==> src/rtl/usbdev_pkg.sv <==
package usbdev_pkg;
  localparam int DATA_W    = 16;
  localparam int FRAME_W   = 11;
  localparam int DEVADDR_W = 7;

  // control word bit positions
  localparam int BIT_EN  = 0;
  localparam int BIT_RST = 1;
  localparam int BIT_SOF = 2;
  localparam int BIT_ACT = 3;

  // number of sticky event flags (reset, sof, activity)
  localparam int NUM_FLAGS = 3;

  typedef enum logic [1:0] {
    SEL_NONE = 2'd0,
    SEL_GLB  = 2'd1,
    SEL_FRM  = 2'd2,
    SEL_ADR  = 2'd3
  } reg_sel_e;
endpackage

==> src/rtl/usbdev_decode.sv <==
module usbdev_decode
  import usbdev_pkg::*;
#(
  parameter int              ADDR_W    = 16,
  parameter logic [ADDR_W-1:0] BASE_ADDR = 16'hC080
) (
  input  logic [ADDR_W-1:0] addr_i,
  output reg_sel_e          sel_o
);
  localparam logic [ADDR_W-1:0] GLB_OFS = BASE_ADDR;
  localparam logic [ADDR_W-1:0] FRM_OFS = BASE_ADDR + ADDR_W'(2);
  localparam logic [ADDR_W-1:0] ADR_OFS = BASE_ADDR + ADDR_W'(4);

  always_comb begin
    if (addr_i == GLB_OFS)      sel_o = SEL_GLB;
    else if (addr_i == FRM_OFS) sel_o = SEL_FRM;
    else if (addr_i == ADR_OFS) sel_o = SEL_ADR;
    else                        sel_o = SEL_NONE;
  end
endmodule

==> src/rtl/usbdev_evt_flag.sv <==
module usbdev_evt_flag (
  input  logic clk,
  input  logic rst,
  input  logic set_i,
  input  logic clr_i,
  output logic flag_o
);
  // set has priority so that an event is never lost to a clear
  always_ff @(posedge clk) begin
    if (rst)        flag_o <= 1'b0;
    else if (set_i) flag_o <= 1'b1;
    else if (clr_i) flag_o <= 1'b0;
  end
endmodule

==> src/rtl/usbdev_idle_timer.sv <==
module usbdev_idle_timer #(
  parameter int IDLE_CYCLES = 144000
) (
  input  logic clk,
  input  logic rst,
  input  logic activity_i,
  output logic suspend_o
);
  localparam int             CW    = $clog2(IDLE_CYCLES + 1);
  localparam logic [CW-1:0]  LIMIT = CW'(IDLE_CYCLES);
  localparam logic [CW-1:0]  LAST  = CW'(IDLE_CYCLES - 1);

  logic [CW-1:0] cnt_q;

  always_ff @(posedge clk) begin
    if (rst) begin
      cnt_q     <= '0;
      suspend_o <= 1'b0;
    end else if (activity_i) begin
      cnt_q     <= '0;
      suspend_o <= 1'b0;
    end else begin
      if (cnt_q != LIMIT) cnt_q <= cnt_q + CW'(1);
      if (cnt_q == LAST)  suspend_o <= 1'b1;
    end
  end
endmodule

==> src/rtl/usbdev_regs.sv <==
module usbdev_regs
  import usbdev_pkg::*;
#(
  parameter int                ADDR_W    = 16,
  parameter logic [ADDR_W-1:0] BASE_ADDR = 16'hC080,
  parameter int                CLK_KHZ   = 48000,
  parameter int                IDLE_US   = 3000
) (
  input  logic              clk,
  input  logic              rst,
  input  logic [ADDR_W-1:0] cpu_addr,
  input  logic              cpu_wr,
  input  logic              cpu_rd,
  input  logic [15:0]       cpu_wdata,
  output logic [15:0]       cpu_rdata,
  input  logic              sof_pulse,
  input  logic [10:0]       sof_frame,
  input  logic              busrst_pulse,
  input  logic              activity_stb,
  output logic              usb_enable,
  output logic [6:0]        dev_addr,
  output logic              suspend_req
);
  localparam int IDLE_CYCLES = CLK_KHZ * IDLE_US / 1000;

  reg_sel_e               sel;
  logic                   glb_wr, glb_rd, adr_wr;
  logic [NUM_FLAGS-1:0]   flag_set, flag_clr, flag_q;
  logic [FRAME_W-1:0]     frame_q;
  logic [DEVADDR_W-1:0]   addr_q;
  logic                   en_q;
  logic [DATA_W-1:0]      rd_mux;
  logic                   unused_wdata;

  assign unused_wdata = ^cpu_wdata[DATA_W-1:DEVADDR_W];

  usbdev_decode #(
    .ADDR_W   (ADDR_W),
    .BASE_ADDR(BASE_ADDR)
  ) u_dec (
    .addr_i(cpu_addr),
    .sel_o (sel)
  );

  assign glb_wr = cpu_wr && (sel == SEL_GLB);
  assign glb_rd = cpu_rd && (sel == SEL_GLB);
  assign adr_wr = cpu_wr && (sel == SEL_ADR);

  // flag 0: reset-seen, flag 1: sof-seen, flag 2: activity-seen
  assign flag_set = {activity_stb, sof_pulse, busrst_pulse};
  assign flag_clr = {glb_rd, glb_rd, glb_wr && !cpu_wdata[BIT_RST]};

  for (genvar g = 0; g < NUM_FLAGS; g++) begin : g_flag
    usbdev_evt_flag u_flag (
      .clk   (clk),
      .rst   (rst),
      .set_i (flag_set[g]),
      .clr_i (flag_clr[g]),
      .flag_o(flag_q[g])
    );
  end

  usbdev_idle_timer #(
    .IDLE_CYCLES(IDLE_CYCLES)
  ) u_idle (
    .clk       (clk),
    .rst       (rst),
    .activity_i(activity_stb),
    .suspend_o (suspend_req)
  );

  always_ff @(posedge clk) begin
    if (rst)         en_q <= 1'b0;
    else if (glb_wr) en_q <= cpu_wdata[BIT_EN];
  end

  always_ff @(posedge clk) begin
    if (rst)            frame_q <= '0;
    else if (sof_pulse) frame_q <= sof_frame;
  end

  always_ff @(posedge clk) begin
    if (rst)               addr_q <= '0;
    else if (busrst_pulse) addr_q <= '0;
    else if (adr_wr)       addr_q <= cpu_wdata[DEVADDR_W-1:0];
  end

  always_comb begin
    rd_mux = '0;
    case (sel)
      SEL_GLB: begin
        rd_mux[BIT_EN]  = en_q;
        rd_mux[BIT_RST] = flag_q[0];
        rd_mux[BIT_SOF] = flag_q[1];
        rd_mux[BIT_ACT] = flag_q[2];
      end
      SEL_FRM: rd_mux[FRAME_W-1:0]   = frame_q;
      SEL_ADR: rd_mux[DEVADDR_W-1:0] = addr_q;
      default: rd_mux = '0;
    endcase
  end

  always_ff @(posedge clk) begin
    if (rst)         cpu_rdata <= '0;
    else if (cpu_rd) cpu_rdata <= rd_mux;
  end

  assign usb_enable = en_q;
  assign dev_addr   = addr_q;
endmodule

==> config.mk <==
export PLATFORM = sky130hd
export DESIGN_NAME = usbdev_regs
export DESIGN_NICKNAME = d
export VERILOG_FILES = /design/src/rtl/usbdev_pkg.sv /design/src/rtl/usbdev_decode.sv /design/src/rtl/usbdev_evt_flag.sv /design/src/rtl/usbdev_idle_timer.sv /design/src/rtl/usbdev_regs.sv
export SDC_FILE = /design/constraint.sdc
export NUM_CORES = 1
export LEC_CHECK = 0
export ABC_AREA = 1
export CAP_MARGIN = 20
export CORE_UTILIZATION = 40
export CTS_CLUSTER_DIAMETER = 60
export CTS_CLUSTER_SIZE = 24
export DETAILED_ROUTE_END_ITERATION = 16
export GPL_TIMING_DRIVEN = 0
export PLACE_DENSITY = 0.72
export SYNTH_ARGS = -nofsm -noshare
export SYNTH_HDL_FRONTEND = slang
export SYNTH_SLANG_ARGS = --single-unit
==> constraint.sdc <==
create_clock -name clk -period 1.4 [get_ports clk]
set_input_delay 0.21 -clock clk [delete_from_list [all_inputs] [get_ports clk]]
set_output_delay 0.21 -clock clk [all_outputs]
set_load 0.02 [all_outputs]
* After elaboration in Yosys (flattened, before gate mapping)
Index checks and enable logic that the tools add are counted.
** Word-level totals
- Bits in registers :: 52
- Input port bits :: 50
- Output and inout bits :: 25
- Word-level logic and storage cells :: 39
** Cells by class
- Equality and inequality tests :: 8
- Add/sub/neg operators :: 1
- Reduce and logical (&&, ||, !) cells :: 10
- Mux-type cells :: 11
** Operators by type and width (count)
- equality test 16 bit (second input constant) :: 3
- adder 18 x 1 -> 18 bit (second input constant) :: 1
- equality test 18 bit (second input constant) :: 1
- inequality test 18 bit (second input constant) :: 1
- case mux 4 bit (3 select lines) :: 1
- 2-to-1 mux 2 bit :: 3
- case mux 3 bit (2 select lines) :: 1
- nonzero test 2 bit :: 3
- 2-to-1 mux 1 bit :: 5
- equality test 2 bit (second input constant) :: 2
- logical AND 1 bit :: 4
- 2-to-1 mux 4 bit :: 1
- OR reduction 2 bit :: 2
- equality test 2 x 1 -> 1 bit (second input constant) :: 1
- logical NOT 1 bit :: 1

* Longest topological paths before layout
- Depth in word-level cells :: 9
- Gate-level depth with buffers :: 9
- Depth with buffers taken out :: 9

* Cells and area by module
From an unflattened synthesis, not the netlist that was laid out.
** Unflattened totals
- Cell total of the unflattened synthesis :: 380
- Area, all modules :: 2658.8 µm²
** By module, submodules not included
- usbdev_regs :: times used 1, cells an instance 175, sequential area each 600.6 µm², area an instance 1298.7 µm²
- usbdev_idle_timer :: times used 1, cells an instance 159, sequential area each 380.4 µm², area an instance 1092.3 µm²
- usbdev_decode :: times used 1, cells an instance 31, sequential area each 0.0 µm², area an instance 147.6 µm²
- usbdev_evt_flag :: times used 3, cells an instance 5, sequential area each 20.0 µm², area an instance 40.0 µm²

* Least setup slack after synthesis
OpenSTA, ideal clock, no wires.
- Path kind :: register -> register
- From :: register u_idle.cnt_q[0]
- To :: register u_idle.cnt_q[16]
- Arrival time :: 1.222 ns
- Buffers on the path :: 0
- Setup time :: 0.117 ns
- Data required time :: 1.283 ns
- Setup slack :: 0.061 ns
- Stages on the path, launching flop included :: 9
- Period minus slack after synthesis :: 1.339 ns
- Path through :: dfxtp_1 -> ha_1 -> nand2_1 -> clkinv_2 -> nand2_4 -> nor2_4 -> nand2_2 -> nor3_2 -> nor3_2
** Between the ends
- Longest elaborated chain between the ends :: 1
- Elaborated cells on any way between the ends :: 2
- Classes of those cells :: 1 x add/sub; 1 x eq/ne
** Ends and longest elaborated chain
- start, declared :: line usbdev_idle_timer.sv:13 : logic [CW-1:0] cnt_q;
- start signal, assigned :: line usbdev_idle_timer.sv:23 : if (cnt_q != LIMIT) cnt_q <= cnt_q + CW'(1);
- adder 18 x 1 -> 18 bit / inequality test 18 bit (equally long branches) :: line usbdev_idle_timer.sv:23
Several ways; a longest one is shown, not always the timed one.
A chain may end at the register's enable or synchronous reset.

* Worst setup path after layout
- From :: input cpu_addr[0]
- To :: register addr_q[0], in the netlist dev_addr[0]
** Between the ends
- Longest elaborated chain between the ends :: 6
- Elaborated cells on any way between the ends :: 8
- Classes of those cells :: 4 x eq/ne; 3 x mux; 1 x reduce/logical
** Ends and longest elaborated chain
- start, declared :: line usbdev_regs.sv:11 : input logic [ADDR_W-1:0] cpu_addr,
- equality test 16 bit :: line usbdev_decode.sv:17 : else if (addr_i == ADR_OFS) sel_o = SEL_ADR;
- 2-to-1 mux 2 bit :: line usbdev_decode.sv:17
- 2-to-1 mux 2 bit :: line usbdev_decode.sv:16 : else if (addr_i == FRM_OFS) sel_o = SEL_FRM;
- 2-to-1 mux 2 bit * :: line usbdev_decode.sv:15 : if (addr_i == GLB_OFS) sel_o = SEL_GLB;
- equality test 2 bit * :: line usbdev_regs.sv:47 : assign adr_wr = cpu_wr && (sel == SEL_ADR);
- logical AND 1 bit * :: line usbdev_regs.sv:47
- end signal, assigned :: line usbdev_regs.sv:85 : else if (adr_wr) addr_q <= cpu_wdata[DEVADDR_W-1:0];
- end, declared :: line usbdev_regs.sv:30 : logic [DEVADDR_W-1:0] addr_q;
Mark *: on every way between the ends. The rest lies on a longest branch, timed or not.

==> metrics.cfg <==
[global_routing]
grt_pass1_vias = 2181
grt_max_degree = 15
gr-total-overflow = 0
grt_usage_pct = 18.3
antenna_found_initial = 0
grt_pass1_wl_microns = 9380

[timing]
slew_headroom_pct = 63.5
finalHoldViolCount = 0
fmaxAchievable_ghz = 0.737
rsz0062_at_grt = true
maxSlewViolCount = 0
period_share_pct = 97.0
setup_viol = 0
fin_worst_skew_ps = 2.41
worst_slack_ps = 42.6
fin_tns_setup_ps = 0
worst_pin_slew_ps = 548
period_needed_ps = 1360

[clock_tree]
cts_buffers = 5
root_buffer = clkbuf_8
htreeDepth = 2
cts_tree = built
clk_pin_slew_ps = 90
cts_sinks = 52
clock_latency_ps = 290
cts.path.max_buffers = 2
cts_hold_buf = 0

[worst_setup_path]
crit_family = simple AND/OR/NAND/NOR gates
r2r-end = u_idle.cnt_q[16]
critPathSlowestCell = clkdlybuf4s50_1
worstRegToRegCells = 8
crit_chain = clkdlybuf4s50_1 -> nor2_2 -> nand3_2 -> nor2_4 -> nand3_4 -> inv_4 -> o21ai_2 -> nor2_1
r2r_start = u_idle.cnt_q[0]
cp_data_arrival_time_ps = 1590
critPathLaunchType = input pin
slowest_delay_ps = 430
crit_buf_inv = 2
cp-end-kind = flip-flop
worst-path-max-fanout = 7
cp_num_cells = 8
regToRegSetupSlack_ps = 70
worstSetupStartpoint = cpu_addr[0]
critPathKind = in -> reg
crit_end = dev_addr[0]
worstPathRequired_ps = 1630

[detailed_routing]
postRouteWirelength_microns = 6240
ant_nets = 0
wl_met2_microns = 3170
drt-met1-wl_microns = 2720
drc = 0
drt-pass1-iter-count = 4
wl_met3_microns = 268
vias_per_cell = 4.87
top_layer = met4
wl_per_cell_microns = 12.4
drt_first_iter_violations = 99
num_vias = 2441

[synth]
synth_cells = 344
yosysTopAreaCell = dfxtp_1
synth_cell_types = 33
synth.area.mux_share_pct = 0
synth.area.top_cells = dfxtp_1 41%, nand2_1 8.5%, nor2_1 7.9%, nand3_1 6.2%, a21oi_1 6.0%
synthSimpleGateAreaFrac_pct = 32.6
synth.avg_cell_area_sq_um = 7.32
synth_top_family_by_area = simple AND/OR/NAND/NOR gates
synthXorXnorAreaFrac_pct = 0.348
synth_edf_count = 0
synthArstFlopShare_pct = 0
ys_seq_area_share_pct = 41.3
synth-main-ff-cell = dfxtp_1
ys_warn_count = 0
synth-compound-area-share_pct = 14.2
synth_top_area_share_pct = 41.3
synth_area_sq_um = 2520
synth-seq-cells = 52
synthAdderAreaFrac_pct = 0.994

[floorplanning]
rows = 28
die_area_sq_um = 6620
core-area_sq_um = 5990
die_w_microns = 81.4
start_util_pct = 42.0
dieHeight_microns = 81.4
io_pins = 75

[hold_path]
min_path_type = in -> reg

[flow_run]
maxCapViolCount = 0

[placed_design]
port_buffers = 58
dp.final_hpwl_microns = 4380
place_ws_ps = -338
dpl_cell_area_sq_um = 3210
globalplace.congestion = 0.844

[power]
p_leak_nw = 1.48
finalPower_mw = 2.75
ir_worst_vdd_mv = 0.444
power_density_nw_per_um2 = 791

[finish]
fin_area_sq_um = 3470
synthToLayoutAreaGrowth_pct = 37.9
antenna_cells = 0
final_layout_size_suffix_gt1_share_pct = 20.2
nFillCells = 568
nets = 478

[outcome]
status = finished clean

-- placed cells by master, fill, tap and decap left out, drive strengths merged --
master,synthesis,routed
a2111oi,1,1
a211oi,4,4
a21oi,35,35
and2,1,1
buf,12,23
clkbuf,2,9
clkdlybuf4s50,0,37
conb,1,5
dfxtp,52,52
dlygate4sd2,0,20
dlymetal6s2s,0,1
ha,2,2
inv,39,41
nand2,62,62
nand3,33,34
nand3b,2,2
nand4,3,3
nor2,65,66
nor3,5,5
o21ai,21,21
or2,1,1
xor2,1,1
-- timing repair --
item / in CTS / in global routing
setup endpoints to repair: 25 / 26
resized for setup: 24 / 32
buffers inserted: 0 / 10
pin swaps: 0 / 14
gates cloned: 0 / 3
hold endpoints to repair: 0 / 0
-- kinds of logic after synthesis --
group / Yosys count
simple gates: 172
compound gates: 61
buf+inv: 55
flops: 52
fa+ha+maj: 2
xor+xnor: 1
other cells: 1
-- registers in the layout (all words and copies together) (netlist names) --
| register | flops |
|---|---|
| cpu_rdata | 11 |
| dev_addr | 7 |
| frame_q | 11 |
| g_flag.u_flag.flag_o | 3 |
| u_idle.cnt_q | 18 |
| u_idle.suspend_o | 1 |
| usb_enable | 1 |
-- power breakdown --
group / switching (mW) / leakage, nW / internal [mW]
combinational: 0.147 / 1.01 / 0.162
sequential: 0.0182 / 0.425 / 1.51
clock: 0.469 / 0.0503 / 0.441
-- stage by stage --
stage | util, % | cells | hold slack (ps)
floorplan | - | 348 | 327
global placement | 53.6 | 481 | 436
detailed placement | 53.6 | 481 | 442
CTS | 54.9 | 488 | 121
global route | 58.0 | 501 | 129
finish | 58.0 | 501 | 133
-- worst min-delay path by stage --
stage	start	to	depth (start not counted)
floorplan	activity_stb	g_flag[2].u_flag.flag_o	2
global placement	rst	frame_q[5]	2
detailed placement	rst	frame_q[4]	2
CTS	rst	frame_q[5]	2
global route	rst	frame_q[6]	2
finish	rst	frame_q[4]	2
-- metal layers --
layer  vias up  global-route usage [%]
met1      1115                    22.2
li1       1257                       -
met3        10                    3.60
met5         -                       0
met2        59                    32.1
met4         0                    5.54
-- synth_stat cells (all sizes together) (3+ instances only) --
cell type and n:
nor2 65, nand2 62, dfxtp 52, inv 39
a21oi 35, nand3 33, o21ai 21, buf 12
nor3 5, a211oi 4, nand4 3
-- area by class of cell --
cell class | count | area [sq um] | share of cell area [%]
Buffer | 14 | 105 | 3.03
Inverter | 41 | 159 | 4.57
Sequential cell | 52 | 1050 | 30.2
Multi-Input combinational cell | 243 | 1320 | 37.9
Timing Repair Buffer | 69 | 652 | 18.8
Tap cell | 75 | 93.8 | 2.70
Clock buffer | 7 | 96.3 | 2.77
Power figures use the tool's default switching activity.
